**src/rtl/i2c_rs_pkg.sv**
```systemverilog
package i2c_rs_pkg;

  typedef enum logic [3:0] {
    S_IDLE,
    S_ADDR,
    S_ACKSET,
    S_ACKHOLD,
    S_RX,
    S_TX,
    S_TXACK,
    S_TXSAMP,
    S_TXNEXT,
    S_WAIT
  } rs_state_t;

endpackage

```
**src/rtl/i2c_rs_sync.sv**
```systemverilog
// Brings SCL and SDA into the clock domain and derives edges and bus conditions.
module i2c_rs_sync #(
  parameter int STAGES = 2
) (
  input  logic clk,
  input  logic rst,
  input  logic scl_i,
  input  logic sda_i,
  output logic scl_s,
  output logic sda_s,
  output logic scl_rise,
  output logic scl_fall,
  output logic start_det,
  output logic stop_det
);
  localparam int NLINES = 2;

  logic [NLINES-1:0] raw;
  logic [NLINES-1:0] lvl;
  logic [NLINES-1:0] prv;

  assign raw = {sda_i, scl_i};

  for (genvar g = 0; g < NLINES; g++) begin : g_line
    logic [STAGES-1:0] chain;
    always_ff @(posedge clk) begin
      if (rst) begin
        chain <= '1;
        prv[g] <= 1'b1;
      end else begin
        chain <= {chain[STAGES-2:0], raw[g]};
        prv[g] <= chain[STAGES-1];
      end
    end
    assign lvl[g] = chain[STAGES-1];
  end

  assign scl_s     = lvl[0];
  assign sda_s     = lvl[1];
  assign scl_rise  = lvl[0] & ~prv[0];
  assign scl_fall  = ~lvl[0] & prv[0];
  assign start_det = lvl[0] & prv[0] & prv[1] & ~lvl[1];
  assign stop_det  = lvl[0] & prv[0] & ~prv[1] & lvl[1];

endmodule

```
**src/rtl/i2c_rs_word.sv**
```systemverilog
// Byte-lane assembly of write words and byte selection of the captured read word.
module i2c_rs_word #(
  parameter int DW = 32,
  localparam int NB = DW / 8,
  localparam int IW = (NB > 1) ? $clog2(NB) : 1
) (
  input  logic          clk,
  input  logic          rst,
  input  logic          lane_we,
  input  logic [IW-1:0] wr_sel,
  input  logic [7:0]    wr_byte,
  input  logic          commit,
  input  logic          cap,
  input  logic [DW-1:0] rdata,
  input  logic [IW-1:0] rd_sel,
  output logic [7:0]    tx_byte,
  output logic [DW-1:0] wdata,
  output logic          we
);
  logic [7:0]    wbuf   [NB];
  logic [7:0]    rlane  [NB];
  logic [DW-1:0] rbuf;
  logic [DW-1:0] next_word;

  for (genvar g = 0; g < NB; g++) begin : g_lane
    logic hit;
    assign hit = lane_we && (wr_sel == IW'(g));
    always_ff @(posedge clk) begin
      if (rst) wbuf[g] <= '0;
      else if (hit) wbuf[g] <= wr_byte;
    end
    assign next_word[g*8 +: 8] = hit ? wr_byte : wbuf[g];
    assign rlane[g] = rbuf[g*8 +: 8];
  end

  always_ff @(posedge clk) begin
    if (rst) begin
      rbuf  <= '0;
      wdata <= '0;
      we    <= 1'b0;
    end else begin
      we <= commit;
      if (commit) wdata <= next_word;
      if (cap) rbuf <= rdata;
    end
  end

  assign tx_byte = rlane[rd_sel];

  // a completed word reaches the register port on the next cycle
  p_commit_we_r4: assert property (@(posedge clk) disable iff (rst) commit |=> we);
  // each committed word is a single one-cycle strobe
  p_we_single_r4: assert property (@(posedge clk) disable iff (rst) we |=> !we);

endmodule

```
**src/rtl/i2c_rs_engine.sv**
```systemverilog
// Byte-level protocol engine: address match, acknowledge, receive and transmit.
module i2c_rs_engine
  import i2c_rs_pkg::*;
#(
  parameter logic [6:0] DEV_ADDR = 7'h7F,
  parameter int AW = 7,
  parameter int NB = 4,
  localparam int IW = (NB > 1) ? $clog2(NB) : 1
) (
  input  logic          clk,
  input  logic          rst,
  input  logic          scl_s,
  input  logic          sda_s,
  input  logic          scl_rise,
  input  logic          scl_fall,
  input  logic          start_det,
  input  logic          stop_det,
  input  logic [7:0]    tx_byte,
  output logic          sda_oe,
  output logic [AW-1:0] ptr,
  output logic          lane_we,
  output logic [IW-1:0] wr_sel,
  output logic [7:0]    wr_byte,
  output logic          commit,
  output logic          cap,
  output logic [IW-1:0] rd_sel
);
  rs_state_t     st;
  logic [2:0]    cnt;
  logic [6:0]    sh;
  logic [6:0]    txsh;
  logic          rw;
  logic          ptr_phase;
  logic [IW-1:0] idx;

  assign rd_sel = idx;

  always_ff @(posedge clk) begin
    if (rst) begin
      st        <= S_IDLE;
      cnt       <= '0;
      sh        <= '0;
      txsh      <= '0;
      rw        <= 1'b0;
      ptr_phase <= 1'b0;
      idx       <= '0;
      ptr       <= '0;
      sda_oe    <= 1'b0;
      lane_we   <= 1'b0;
      wr_sel    <= '0;
      wr_byte   <= '0;
      commit    <= 1'b0;
      cap       <= 1'b0;
    end else begin
      lane_we <= 1'b0;
      commit  <= 1'b0;
      cap     <= 1'b0;
      if (stop_det) begin
        st     <= S_IDLE;
        sda_oe <= 1'b0;
      end else if (start_det) begin
        st     <= S_ADDR;
        cnt    <= '0;
        idx    <= '0;
        sda_oe <= 1'b0;
      end else begin
        case (st)
          S_ADDR: if (scl_rise) begin
            sh  <= {sh[5:0], sda_s};
            cnt <= cnt + 3'd1;
            if (cnt == 3'd7) begin
              if (sh == DEV_ADDR) begin
                rw        <= sda_s;
                ptr_phase <= ~sda_s;
                cap       <= sda_s;
                st        <= S_ACKSET;
              end else begin
                st <= S_WAIT;
              end
            end
          end
          S_ACKSET: if (scl_fall) begin
            sda_oe <= 1'b1;
            st     <= S_ACKHOLD;
          end
          S_ACKHOLD: if (scl_fall) begin
            cnt <= '0;
            if (rw) begin
              txsh   <= tx_byte[6:0];
              sda_oe <= ~tx_byte[7];
              st     <= S_TX;
            end else begin
              sda_oe <= 1'b0;
              st     <= S_RX;
            end
          end
          S_RX: if (scl_rise) begin
            sh  <= {sh[5:0], sda_s};
            cnt <= cnt + 3'd1;
            if (cnt == 3'd7) begin
              st <= S_ACKSET;
              if (ptr_phase) begin
                ptr       <= {sh[AW-2:0], sda_s};
                ptr_phase <= 1'b0;
              end else begin
                lane_we <= 1'b1;
                wr_sel  <= idx;
                wr_byte <= {sh, sda_s};
                commit  <= (idx == IW'(NB - 1));
                idx     <= idx + IW'(1);
              end
            end
          end
          S_TX: begin
            if (scl_rise) begin
              cnt <= cnt + 3'd1;
              if (cnt == 3'd7) st <= S_TXACK;
            end else if (scl_fall) begin
              sda_oe <= ~txsh[6];
              txsh   <= {txsh[5:0], 1'b0};
            end
          end
          S_TXACK: if (scl_fall) begin
            sda_oe <= 1'b0;
            st     <= S_TXSAMP;
          end
          S_TXSAMP: if (scl_rise) begin
            if (!sda_s) begin
              idx <= idx + IW'(1);
              st  <= S_TXNEXT;
            end else begin
              st <= S_WAIT;
            end
          end
          S_TXNEXT: if (scl_fall) begin
            txsh   <= tx_byte[6:0];
            sda_oe <= ~tx_byte[7];
            cnt    <= '0;
            st     <= S_TX;
          end
          S_IDLE, S_WAIT: ;
          default: st <= S_IDLE;
        endcase
      end
    end
  end

  // no drive while idle
  p_idle_quiet_r1: assert property (@(posedge clk) disable iff (rst)
    (st == S_IDLE) |-> !sda_oe);
  // the acknowledge slot holds SDA low
  p_ack_hold_r6: assert property (@(posedge clk) disable iff (rst)
    (st == S_ACKHOLD) |-> sda_oe);
  // R8 (also R3): parked engine never drives
  p_wait_quiet_r8: assert property (@(posedge clk) disable iff (rst)
    (st == S_WAIT) |-> !sda_oe);
  // a START always restarts at the address byte
  p_start_addr_r9: assert property (@(posedge clk) disable iff (rst)
    start_det |=> (st == S_ADDR));
  // drive is steady while SCL was high
  p_sda_steady_r10: assert property (@(posedge clk) disable iff (rst)
    $past(scl_s) |-> $stable(sda_oe));

endmodule

```
**src/rtl/i2c_regslave.sv**
```systemverilog
module i2c_regslave #(
  parameter logic [6:0] DEV_ADDR = 7'h7F,
  parameter int AW = 7,
  parameter int DW = 32,
  parameter int SYNC_STAGES = 2
) (
  input  logic          clk,
  input  logic          rst,
  input  logic          scl_i,
  input  logic          sda_i,
  output logic          sda_oe,
  output logic [AW-1:0] reg_addr,
  output logic [DW-1:0] reg_wdata,
  output logic          reg_we,
  input  logic [DW-1:0] reg_rdata
);
  localparam int NB = DW / 8;
  localparam int IW = (NB > 1) ? $clog2(NB) : 1;

  logic          scl_s, sda_s, scl_rise, scl_fall, start_det, stop_det;
  logic [7:0]    tx_byte, wr_byte;
  logic          lane_we, commit, cap;
  logic [IW-1:0] wr_sel, rd_sel;

  i2c_rs_sync #(.STAGES(SYNC_STAGES)) u_sync (
    .clk(clk), .rst(rst), .scl_i(scl_i), .sda_i(sda_i),
    .scl_s(scl_s), .sda_s(sda_s), .scl_rise(scl_rise), .scl_fall(scl_fall),
    .start_det(start_det), .stop_det(stop_det)
  );

  i2c_rs_engine #(.DEV_ADDR(DEV_ADDR), .AW(AW), .NB(NB)) u_eng (
    .clk(clk), .rst(rst), .scl_s(scl_s), .sda_s(sda_s),
    .scl_rise(scl_rise), .scl_fall(scl_fall),
    .start_det(start_det), .stop_det(stop_det), .tx_byte(tx_byte),
    .sda_oe(sda_oe), .ptr(reg_addr), .lane_we(lane_we), .wr_sel(wr_sel),
    .wr_byte(wr_byte), .commit(commit), .cap(cap), .rd_sel(rd_sel)
  );

  i2c_rs_word #(.DW(DW)) u_word (
    .clk(clk), .rst(rst), .lane_we(lane_we), .wr_sel(wr_sel),
    .wr_byte(wr_byte), .commit(commit), .cap(cap), .rdata(reg_rdata),
    .rd_sel(rd_sel), .tx_byte(tx_byte), .wdata(reg_wdata), .we(reg_we)
  );

endmodule

```
**config.mk**
```make
export PLATFORM = sky130hd
export DESIGN_NAME = i2c_regslave
export DESIGN_NICKNAME = d
export VERILOG_FILES = /design/src/rtl/i2c_rs_pkg.sv /design/src/rtl/i2c_rs_sync.sv /design/src/rtl/i2c_rs_word.sv /design/src/rtl/i2c_rs_engine.sv /design/src/rtl/i2c_regslave.sv
export SDC_FILE = /design/constraint.sdc
export NUM_CORES = 1
export LEC_CHECK = 0
export BUFFER_PORTS_ARGS = -buffer_cell sky130_fd_sc_hd__buf_2
export CAP_MARGIN = 20
export CORE_MARGIN = 3
export CORE_UTILIZATION = 57
export CTS_CLUSTER_SIZE = 20
export DETAILED_ROUTE_END_ITERATION = 8
export PLACE_DENSITY = 0.78
export SYNTH_ARGS = -nofsm -noshare
export SYNTH_HDL_FRONTEND = slang
export SYNTH_SLANG_ARGS = --single-unit
```
**constraint.sdc**
```tcl
create_clock -name clk -period 2.4 [get_ports clk]
set_clock_uncertainty 0.2 [all_clocks]
set_input_delay 0.72 -clock clk [delete_from_list [all_inputs] [get_ports clk]]
set_output_delay 0.72 -clock clk [all_outputs]
set_load 0.05 [all_outputs]
```
==> results.json <==
{
  "status": "completed",
  "grt_pass1_vias": 4638,
  "yosysSeqAreaShare": 0.495,
  "synth_fp_nets": 654,
  "timing.final.crit_share": 0.957,
  "clk_pin_slew_ns": 0.06,
  "cp.required_ns": 2.66,
  "coreArea_sq_mm": 0.0100,
  "start_util": 0.602,
  "antenna_found_initial": 0,
  "numCtsBuffers": 17,
  "critPathCaptureType": "register",
  "hold_violations": 0,
  "grt_max_degree": 81,
  "power_w": 0.00521,
  "drive_above_1_share": 0.240,
  "avgSynthCellArea_sq_um": 9.81,
  "worst_slew_pin_slew_ns": 0.641,
  "seq_area_sq_mm": 0.00299,
  "clkSinkCount": 149,
  "routabilityCongestion": 0.828,
  "worstSetupPathType": "register to register",
  "antenna_left": 0,
  "powerDensity_mw_per_mm2": 727,
  "tns_ns": 0,
  "rr_startpoint": "u_sync.g_line[0].chain[1]",
  "multi_input_area_sq_mm": 0.00285,
  "clock.fmax_mhz": 435,
  "synth_warnings": 0,
  "arrival_ns": 2.56,
  "drc": 0,
  "synth_area_sq_mm": 0.00602,
  "clockRootBuffer": "clkbuf_8",
  "synthFlopType": "dfxtp_1",
  "relSlewSlack": 0.568,
  "maxSlewViolCount": 0,
  "nets": 727,
  "synth_edf_count": 0,
  "holdPathEnd": "u_sync.g_line[1].chain[0]",
  "drt-total-wl_mm": 13.4,
  "r2r_end": "u_eng.cnt[2]",
  "portBuffers": 76,
  "ioPinCount": 77,
  "cp-start-kind": "register",
  "ys_seq_elements": 149,
  "setup_viol": 0,
  "crit_fanout": 8,
  "clk_latency_ns": 0.53,
  "layout_commonest_cell": "dfxtp_1",
  "fp.dieH_microns": 109,
  "dp_hpwl_mm": 8.95,
  "fin_crit_ns": 2.30,
  "drt_iter0_markers": 259,
  "grt_pass1_wl_mm": 22.5,
  "cts_tree": "built",
  "leakagePower_nw": 2.99,
  "postCtsSetupBuffers": 0,
  "grt_usage": 0.241,
  "rr_worst_depth": 5,
  "cts_buffer_depth": 2,
  "vias": 4608,
  "hp-class": "primary input to register",
  "synthCells": 614,
  "rsz0062_at_grt": "false",
  "drv_cap": 0,
  "rrSetupSlack_ns": 0.10,
  "min_delay_path_depth": 2,
  "dr.pass1.iters": 4,
  "viasPerCell": 5.54,
  "die_area_sq_mm": 0.0118,
  "synth_cell_type_count": 57,
  "htree_levels": 4,
  "worstHoldStart": "sda_i",
  "rows": 36,
  "ir_drop_mv": 0.444,
  "area_growth_pct": 18.9,
  "wl_per_cell_microns": 16.1,
  "antenna_cells": 0,
  "gr-total-overflow": 0,
  "layout_common_cells": "dfxtp_1 (145), nor2_1 (114), mux2i_1 (87)",
  "synthArstFlopShare": 0,
  "fp.dieW_microns": 109,
  "fillCellCount": 757
}
kinds of logic (layout without fill, tap and decap cells):
kind of cell	Yosys count	count (layout)	synth area share
AND/OR/NAND/NOR	235	235	0.188
flip-flops	149	149	0.495
multiplexers	101	101	0.186
AO/OA/AOI/OAI	77	77	0.0865
buffers and inverters	46	131	0.0330
adder cells (fa/ha/maj)	4	4	0.00831
XOR/XNOR	2	2	0.00291
where the power goes:
part           total (W)  leakage, nW  switching, W  internal (W)
clock            0.00259        0.273       0.00102       0.00157
combinational   0.000122         1.52     0.0000720     0.0000505
sequential       0.00249         1.20    0.00000993       0.00248
total            0.00521         2.99       0.00110       0.00410
per-layer routing:
layer,GRT usage,vias up,part of all wire
li1,-,2279,-
met1,0.321,2214,0.47
met2,0.386,99,0.48
met3,0.0634,16,0.044
met4,0.0739,0,0.012
met5,0,-,0
final cells by class:
cell class | count | area share
repair buffers | 96 | 0.0797
well taps | 133 | 0.0232
flip-flops and latches | 149 | 0.417
multi-input cells | 419 | 0.397
clock buffers | 18 | 0.0584
clock inverters | 13 | 0.0220
inverters | 4 | 0.00210
what timing repair did:
item / in CTS / in global routing
hold buffers: 0 / 0
endpoints found under the setup margin: 0 / 8
resized for setup: 0 / 3
state kept, by name, summed over array words and instances, names as in the netlist, 3 cells and up:
signal               count
u_word.rbuf             32
u_sync.g_line.chain      4
u_word.wbuf             32
u_eng.st                 4
reg_wdata               32
u_eng.wr_byte            8
u_eng.cnt                3
u_eng.txsh               7
u_eng.sh                 7
u_eng.ptr                7
cell usage after synthesis, drive strengths merged, types with 3 or more instances:
master	count	area [sq um]
nor4b	4	65.1
dfxtp	149	2980
mux2i	87	871
nand3b	4	30.0
nand3	14	75.1
or3	3	18.8
a21oi	37	185
and4	3	26.3
nor2	114	428
o211a	8	80.1
mux2	6	67.6
mux4	8	180
clkbuf	26	97.6
ha	4	50.1
or2	14	90.1
nor3	21	105
nand2	37	139
buf	16	86.3
nand2b	4	25.0
o21ai	16	98.9
critical path, cell delays in order, from the launching register on:
cell	delay, ns
dfxtp_1	0.46
nor2b_1	0.40
nor4b_1	0.46
a21oi_1	0.18
nor3_1	0.35
a32o_1	0.18
worst max path at each step:
| stage | slack [ns] | to | depth (start not counted) | from |
|---|---|---|---|---|
| after floorplan | 0.19 | reg_wdata[19] | 5 | rst |
| after global placement | 0.21 | u_eng.rd_sel[0] | 7 | u_eng.cnt[0] |
| after detailed placement | 0.16 | u_eng.rd_sel[0] | 7 | u_eng.cnt[0] |
| after CTS | 0.12 | u_eng.cnt[2] | 5 | u_eng.st[2] |
| after global routing | 0.02 | u_eng.cnt[2] | 5 | u_sync.g_line[0].chain[1] |
| final | 0.10 | u_eng.cnt[2] | 5 | u_sync.g_line[0].chain[1] |
metrics by stage:
| stage | util | area (sq um) | hold WS, ns | setup slack [ns] | std cells |
|---|---|---|---|---|---|
| final | 0.716 | 7160 | 0.180 | 0.103 | 832 |
| after global routing | 0.716 | 7160 | 0.176 | 0.0169 | 832 |
| after CTS | 0.716 | 7160 | 0.160 | 0.118 | 832 |
| after detailed placement | 0.658 | 6580 | 0.200 | 0.160 | 801 |
| after floorplan | - | 6020 | 0.189 | 0.187 | 614 |
| after global placement | 0.658 | 6580 | 0.194 | 0.215 | 801 |
Note: power is estimated with default switching activity, not from simulation.
